--- src/rtl/ivr_pkg.sv ---
package ivr_pkg;
    localparam int VEC_BYTES = 16;
    localparam int ADDR_W    = 40;
    localparam int OVF_BIT   = 31;

    localparam logic [2:0] RA_CTRL = 3'd0;
    localparam logic [2:0] RA_BASE = 3'd1;
    localparam logic [2:0] RA_RPTR = 3'd2;
    localparam logic [2:0] RA_WPTR = 3'd3;
    localparam logic [2:0] RA_WBLO = 3'd4;
    localparam logic [2:0] RA_WBHI = 3'd5;

    typedef enum logic [1:0] {SQ_IDLE, SQ_VEC, SQ_WB} seq_st_e;

    typedef struct packed {
        logic        intr_en;
        logic        ring_en;
        logic        ovf_det;
        logic        wb_en;
        logic        rearm;
        logic [4:0]  size_lg;
        logic [31:0] base;
        logic [31:0] wb_lo;
        logic [7:0]  wb_hi;
        logic        ovf;
        logic        irq;
    } ctl_t;

    typedef struct packed {
        seq_st_e     st;
        logic [1:0]  idx;
        logic        full;
        logic [31:0] w0;
        logic [31:0] w1;
        logic [31:0] w2;
        logic [ADDR_W-1:0] vaddr;
    } seq_t;
endpackage

--- src/rtl/ivr_regs.sv ---
module ivr_regs
    import ivr_pkg::*;
#(
    parameter int PTR_W    = 18,
    parameter int SIZE_RST = 14
) (
    input  logic              clk,
    input  logic              rst_n,
    input  logic              reg_we,
    input  logic [2:0]        reg_addr,
    input  logic [31:0]       reg_wdata,
    output logic [31:0]       reg_rdata,
    input  logic              commit,
    input  logic              commit_full,
    output logic [31:0]       base_o,
    output logic [ADDR_W-1:0] wb_addr_o,
    output logic [31:0]       wptr_word_o,
    output logic [PTR_W-1:0]  wptr_o,
    output logic              full_o,
    output logic              ring_en_o,
    output logic              wb_en_o,
    output logic              irq_o
);
    localparam int PAD_W = 31 - PTR_W;

    ctl_t             c_d, c_q;
    logic [PTR_W-1:0] wptr_d, wptr_q, rptr_d, rptr_q;
    logic [PTR_W-1:0] mask, next_w;
    logic             empty;

    // ring byte mask from the log2 word count
    always_comb begin
        for (int b = 0; b < PTR_W; b++) begin
            mask[b] = (b < (int'(c_q.size_lg) + 2));
        end
        next_w = (wptr_q + PTR_W'(VEC_BYTES)) & mask;
        empty  = (wptr_q == rptr_q);
        full_o = (next_w == rptr_q);
    end

    always_comb begin
        c_d    = c_q;
        wptr_d = wptr_q;
        rptr_d = rptr_q;
        if (commit && c_q.ring_en) begin
            wptr_d = next_w;
            if (commit_full && c_q.ovf_det) c_d.ovf = 1'b1;
            if (empty && c_q.intr_en)       c_d.irq = 1'b1;
        end
        if (reg_we) begin
            case (reg_addr)
                RA_CTRL: begin
                    c_d.intr_en = reg_wdata[0];
                    c_d.ring_en = reg_wdata[1];
                    c_d.ovf_det = reg_wdata[2];
                    c_d.wb_en   = reg_wdata[4];
                    c_d.rearm   = reg_wdata[5];
                    c_d.size_lg = reg_wdata[12:8];
                    if (reg_wdata[3])  c_d.ovf = 1'b0;
                    if (!reg_wdata[0]) c_d.irq = 1'b0;
                    if (!reg_wdata[1]) begin
                        wptr_d  = '0;
                        rptr_d  = '0;
                        c_d.irq = 1'b0;
                    end
                end
                RA_BASE: c_d.base = reg_wdata;
                RA_RPTR: begin
                    if (c_q.ring_en) begin
                        rptr_d  = reg_wdata[PTR_W-1:0] & mask;
                        c_d.irq = c_q.intr_en && c_q.rearm && (rptr_d != wptr_d);
                    end
                end
                RA_WBLO: c_d.wb_lo = reg_wdata;
                RA_WBHI: c_d.wb_hi = reg_wdata[7:0];
                default: ;
            endcase
        end
    end

    always_ff @(posedge clk) begin
        if (!rst_n) begin
            c_q         <= '0;
            c_q.size_lg <= 5'(SIZE_RST);
            wptr_q      <= '0;
            rptr_q      <= '0;
        end else begin
            c_q    <= c_d;
            wptr_q <= wptr_d;
            rptr_q <= rptr_d;
        end
    end

    always_comb begin
        wptr_word_o = {c_q.ovf, {PAD_W{1'b0}}, wptr_q};
        case (reg_addr)
            RA_CTRL: reg_rdata = {19'd0, c_q.size_lg, 2'd0, c_q.rearm, c_q.wb_en,
                                  1'b0, c_q.ovf_det, c_q.ring_en, c_q.intr_en};
            RA_BASE: reg_rdata = c_q.base;
            RA_RPTR: reg_rdata = {{(32-PTR_W){1'b0}}, rptr_q};
            RA_WPTR: reg_rdata = wptr_word_o;
            RA_WBLO: reg_rdata = c_q.wb_lo;
            RA_WBHI: reg_rdata = {24'd0, c_q.wb_hi};
            default: reg_rdata = '0;
        endcase
    end

    assign base_o    = c_q.base;
    assign wb_addr_o = {c_q.wb_hi, c_q.wb_lo};
    assign wptr_o    = wptr_q;
    assign ring_en_o = c_q.ring_en;
    assign wb_en_o   = c_q.wb_en;
    assign irq_o     = c_q.irq;

    // the write pointer always sits on a vector boundary
    p_wptr_align_r2: assert property (@(posedge clk) disable iff (!rst_n)
        wptr_q[3:0] == 4'd0);
    // a disabled ring holds both pointers at zero
    p_disabled_zero_r6: assert property (@(posedge clk) disable iff (!rst_n)
        !c_q.ring_en |-> (wptr_q == '0 && rptr_q == '0));
    // the line never stands without interrupt enable
    p_irq_needs_en_r9: assert property (@(posedge clk) disable iff (!rst_n)
        c_q.irq |-> c_q.intr_en);
    // overflow only rises after a commit into a full ring
    p_ovf_cause_r3: assert property (@(posedge clk) disable iff (!rst_n)
        $rose(c_q.ovf) |-> $past(commit && commit_full));
endmodule

--- src/rtl/ivr_seq.sv ---
module ivr_seq
    import ivr_pkg::*;
#(
    parameter int PTR_W = 18
) (
    input  logic              clk,
    input  logic              rst_n,
    input  logic              ev_valid,
    output logic              ev_ready,
    input  logic [7:0]        ev_src,
    input  logic [27:0]       ev_data,
    input  logic [7:0]        ev_ring,
    input  logic [7:0]        ev_vm,
    input  logic [15:0]       ev_pasid,
    input  logic              ring_en,
    input  logic              wb_en,
    input  logic              full,
    input  logic [31:0]       base,
    input  logic [PTR_W-1:0]  wptr,
    input  logic [ADDR_W-1:0] wb_addr,
    input  logic [31:0]       wptr_word,
    output logic              mem_req,
    output logic [ADDR_W-1:0] mem_addr,
    output logic [31:0]       mem_data,
    input  logic              mem_ack,
    output logic              commit,
    output logic              commit_full,
    output logic              busy
);
    seq_t s_d, s_q;
    logic accept;
    logic last;

    always_comb begin
        s_d         = s_q;
        ev_ready    = ring_en && (s_q.st == SQ_IDLE);
        accept      = ev_valid && ev_ready;
        busy        = (s_q.st != SQ_IDLE);
        mem_req     = busy;
        commit      = 1'b0;
        commit_full = s_q.full;
        last        = (s_q.idx == 2'd3);
        mem_addr    = s_q.vaddr + {36'd0, s_q.idx, 2'b00};
        case (s_q.idx)
            2'd0:    mem_data = s_q.w0;
            2'd1:    mem_data = s_q.w1;
            2'd2:    mem_data = s_q.w2;
            default: mem_data = '0;
        endcase
        case (s_q.st)
            SQ_IDLE: begin
                if (accept) begin
                    s_d.st    = SQ_VEC;
                    s_d.idx   = 2'd0;
                    s_d.full  = full;
                    s_d.w0    = {24'd0, ev_src};
                    s_d.w1    = {4'd0, ev_data};
                    s_d.w2    = {ev_pasid, ev_vm, ev_ring};
                    s_d.vaddr = {base, 8'h00} + {{(ADDR_W-PTR_W){1'b0}}, wptr};
                end
            end
            SQ_VEC: begin
                if (mem_ack) begin
                    if (last) begin
                        commit = 1'b1;
                        s_d.st = wb_en ? SQ_WB : SQ_IDLE;
                    end else begin
                        s_d.idx = s_q.idx + 2'd1;
                    end
                end
            end
            SQ_WB: begin
                mem_addr = wb_addr;
                mem_data = wptr_word;
                if (mem_ack) s_d.st = SQ_IDLE;
            end
            default: s_d.st = SQ_IDLE;
        endcase
    end

    always_ff @(posedge clk) begin
        if (!rst_n) s_q <= '0;
        else        s_q <= s_d;
    end

    // an unacknowledged request holds address and data
    p_req_hold_r7: assert property (@(posedge clk) disable iff (!rst_n)
        (mem_req && !mem_ack) |=> (mem_req && $stable(mem_addr) && $stable(mem_data)));
    // an accepted event makes the block busy on the next cycle
    p_accept_busy_r7: assert property (@(posedge clk) disable iff (!rst_n)
        accept |=> busy);
endmodule

--- src/rtl/ivr_producer.sv ---
module ivr_producer
    import ivr_pkg::*;
#(
    parameter int PTR_W    = 18,
    parameter int SIZE_RST = 14
) (
    input  logic        clk,
    input  logic        rst_n,
    input  logic        reg_we,
    input  logic [2:0]  reg_addr,
    input  logic [31:0] reg_wdata,
    output logic [31:0] reg_rdata,
    input  logic        ev_valid,
    output logic        ev_ready,
    input  logic [7:0]  ev_src,
    input  logic [27:0] ev_data,
    input  logic [7:0]  ev_ring,
    input  logic [7:0]  ev_vm,
    input  logic [15:0] ev_pasid,
    output logic        mem_req,
    output logic [39:0] mem_addr,
    output logic [31:0] mem_data,
    input  logic        mem_ack,
    output logic        irq,
    output logic        busy
);
    logic [31:0]       base_w, wptr_word_w;
    logic [ADDR_W-1:0] wb_addr_w;
    logic [PTR_W-1:0]  wptr_w;
    logic              full_w, ring_en_w, wb_en_w, commit_w, commit_full_w;

    ivr_regs #(.PTR_W(PTR_W), .SIZE_RST(SIZE_RST)) u_regs (
        .clk(clk), .rst_n(rst_n),
        .reg_we(reg_we), .reg_addr(reg_addr), .reg_wdata(reg_wdata), .reg_rdata(reg_rdata),
        .commit(commit_w), .commit_full(commit_full_w),
        .base_o(base_w), .wb_addr_o(wb_addr_w), .wptr_word_o(wptr_word_w),
        .wptr_o(wptr_w), .full_o(full_w), .ring_en_o(ring_en_w), .wb_en_o(wb_en_w),
        .irq_o(irq)
    );

    ivr_seq #(.PTR_W(PTR_W)) u_seq (
        .clk(clk), .rst_n(rst_n),
        .ev_valid(ev_valid), .ev_ready(ev_ready),
        .ev_src(ev_src), .ev_data(ev_data), .ev_ring(ev_ring), .ev_vm(ev_vm), .ev_pasid(ev_pasid),
        .ring_en(ring_en_w), .wb_en(wb_en_w), .full(full_w),
        .base(base_w), .wptr(wptr_w), .wb_addr(wb_addr_w), .wptr_word(wptr_word_w),
        .mem_req(mem_req), .mem_addr(mem_addr), .mem_data(mem_data), .mem_ack(mem_ack),
        .commit(commit_w), .commit_full(commit_full_w), .busy(busy)
    );
endmodule

--- config.mk ---
export PLATFORM = sky130hd
export DESIGN_NAME = ivr_producer
export DESIGN_NICKNAME = d
export VERILOG_FILES = /design/src/rtl/ivr_pkg.sv /design/src/rtl/ivr_regs.sv /design/src/rtl/ivr_seq.sv /design/src/rtl/ivr_producer.sv
export SDC_FILE = /design/constraint.sdc
export NUM_CORES = 1
export LEC_CHECK = 0
export CORE_UTILIZATION = 45
export CTS_CLUSTER_DIAMETER = 50
export DETAILED_ROUTE_END_ITERATION = 10
export GPL_ROUTABILITY_DRIVEN = 0
export PLACE_DENSITY = 0.75
export SLEW_MARGIN = 20
export SYNTH_ARGS = -nofsm -noshare
export SYNTH_HDL_FRONTEND = slang
export SYNTH_SLANG_ARGS = --single-unit
--- constraint.sdc ---
create_clock -name clk -period 2.8 [get_ports clk]
set_clock_uncertainty 0.15 [all_clocks]
set_input_delay 0.56 -clock clk [delete_from_list [all_inputs] [get_ports clk]]
set_output_delay 0.56 -clock clk [all_outputs]
set_load 0.02 [all_outputs]
==> impl_metrics.toml <==
[pwr]
power_w = 0.008447
irDropWorstVdd_mv = 0.4913
power.leakage_nw = 7.413
powerDensity_mw_per_mm2 = 439.1

[logic_synthesis]
synth_edf_count = 0
synth_ff_type = "dfxtp_1"
synth_cells = 1876
synth.distinct_cells = 80
yosysWarnings = 0
syn_nets = 2005
async_flop_share = 0
avgSynthCellArea_um2 = 7.222
ys_seq_elements = 233
synthesis.area_mm2 = 0.01355
ys_seq_area_frac = 0.3443

[die]
die_h_um = 175.5
die_w_um = 175.5
start_util = 0.4571
core-area_mm2 = 0.02964
num_rows = 63
die_area_mm2 = 0.03080
top_level_ports = 216

[timing]
max-slew-margin-rel = 0.6107
max_freq_mhz = 292.5
slew_violations = 0
hold_viol = 0
rsz0062_at_grt = "true"
period_share = 1.221
fin_crit_ns = 3.419
hold-worst-slack_ns = 0.3003
fin_ws_ns = -0.6188
worstMarginPinSlew_ns = 0.5840
setup_viol = 43

[job]
cap_violations = 0

[clock_tree]
cts_tree = "yes"
hold_buffers = 0
clk_pin_slew_ns = 0.06
cts_max_level = 1
cts_buffers = 31
clock_path_buffers = 3
clk_latency_ns = 0.56
cts-root-buf = "clkbuf_16"
cts.sink_count = 233

[finish]
layout_common_cells = "462 x nand2_1, 268 x buf_4, 229 x a21oi_1"
n_antenna_cell = 0
finalNetCount = 2382
fillCellCount = 2530
final_common_cell = "nand2_1"
multi_input_area_mm2 = 0.008690
design_area_mm2 = 0.01924
drive_gt1_frac = 0.2488
area_growth_pct = 41.98
ff_latch_area_mm2 = 0.004683

[setup_path]
cp_max_fo = 3
arrival_ns = 2.71
worstSetupPathType = "flip-flop to output port"
startpoint_type = "flip-flop"
required_ns = 2.09
end_kind = "output port"

[routing]
wl_um = 54610
via_per_inst = 5.986
drtPass1Iterations = 6
num_vias = 15950
first_iter_violations = 1721
wire_per_inst_um = 20.49
ant_nets = 0
drcViolationCount = 0

[global_routing]
grt-ovfl-total = 0
grt_max_degree = 128
grt_pass1_wl_um = 82070
grt_pass1_vias = 14930
grt_antenna_before_repair = 0
gr-usage-all-layers = 0.3372

[status]
violations = "negative setup slack"
outcome = "complete, but fails checks"

[placed_design]
port_buffers = 215
dp.final_hpwl_um = 39560
dpl_cell_area_mm2 = 0.01775
pre_cts_ws_ns = -0.5380

[worst_hold_path]
hold_class = "flip-flop to flip-flop"
[path summary, 6_finish.rpt]
path                       start       endpoint  slack, ns  cells after the start
setup reg to reg  u_seq.s_q[137]   u_regs.irq_o      -0.01                     12
hold reg to reg    u_seq.s_q[70]  u_seq.s_q[70]       0.30                      2
hold / removal     u_seq.s_q[70]  u_seq.s_q[70]       0.30                      2
setup / recovery    u_seq.s_q[2]   mem_addr[30]      -0.62                     13
[metal layers]
metal	GRT usage	wire length, µm	part of all wire
met1	0.4216	20720	0.38
met2	0.5395	24330	0.45
met3	0.08593	6487	0.12
met4	0.1641	3067	0.056
met5	0	0	0
[area by class of cell]
class,instances,area share
Multi-Input combinational cell,1462,0.4517
Sequential cell,233,0.2435
Timing Repair Buffer,486,0.2165
Clock buffer,42,0.04612
Tap cell,390,0.02537
Clock inverter,13,0.008716
Inverter,39,0.008066
[cells in the mapped netlist, types with 17 or more instances]
cell,count,area share
nand2_1,469,0.13
ha_1,19,0.018
dfxtp_1,233,0.34
nand3_1,45,0.017
inv_1,34,0.0094
mux2i_1,18,0.013
and3_1,23,0.011
nand4_1,20,0.0092
nor2b_1,17,0.0078
clkbuf_1,119,0.033
nor2_1,118,0.033
a21oi_1,232,0.086
o22ai_1,17,0.0078
a22oi_1,46,0.025
o21ai_0,118,0.044
xor2_1,57,0.037
nor3_1,20,0.0074
xnor2_1,54,0.035
[kinds of logic after synthesis]
logic type,Yosys count,synth area share
and+or+nand+nor,776,0.2503
AOI/OAI and AO/OA,517,0.2267
DFF,233,0.3443
buffers and inverters,181,0.05209
xor gates and xnor gates,111,0.07176
muxes,37,0.03436
adders and majority gates,21,0.02050
[critical path, cell delays in order, from the launching register on]
cell     delay [ns]
dfxtp_2        0.35
ha_4           0.14
inv_2          0.03
fa_2           0.36
nor2b_2        0.15
nand2_2        0.10
nor3_4         0.13
and2_4         0.18
buf_6          0.11
buf_6          0.11
nand2_2        0.05
xor2_1         0.16
o21ai_2        0.15
buf_6          0.13
[sequential cells by signal, summed over array words and instances (netlist names), 8 cells and up]
register,cells
u_regs.wb_addr_o,40
u_regs.rptr_q,18
u_seq.s_q,112
u_regs.c_q,8
u_regs.wptr_o,18
u_regs.base_o,32
[where the power goes]
group          internal [W]  switching (W)
Sequential          0.00336      0.0000506
Combinational      0.000436       0.000501
Clock               0.00249        0.00160
Total               0.00629        0.00215
[per-stage QoR]
stage	std cells	setup TNS [ns]	utilization
6_report	2665	-14.35	0.6490
5_1_grt	2665	-18.80	0.6490
4_1_cts	2649	-14.83	0.6360
3_5_place_dp	2587	-20.31	0.5990
3_3_place_gp	2587	-18.56	0.5990
2_1_floorplan	1876	-0.02848	-
[what timing repair did]
action	CTS	global route
setup buffers	7	15
cloned	0	4
pin swaps	19	40
resized for setup	426	166
setup endpoints to repair	113	100
(Power assumes the default switching activity.)
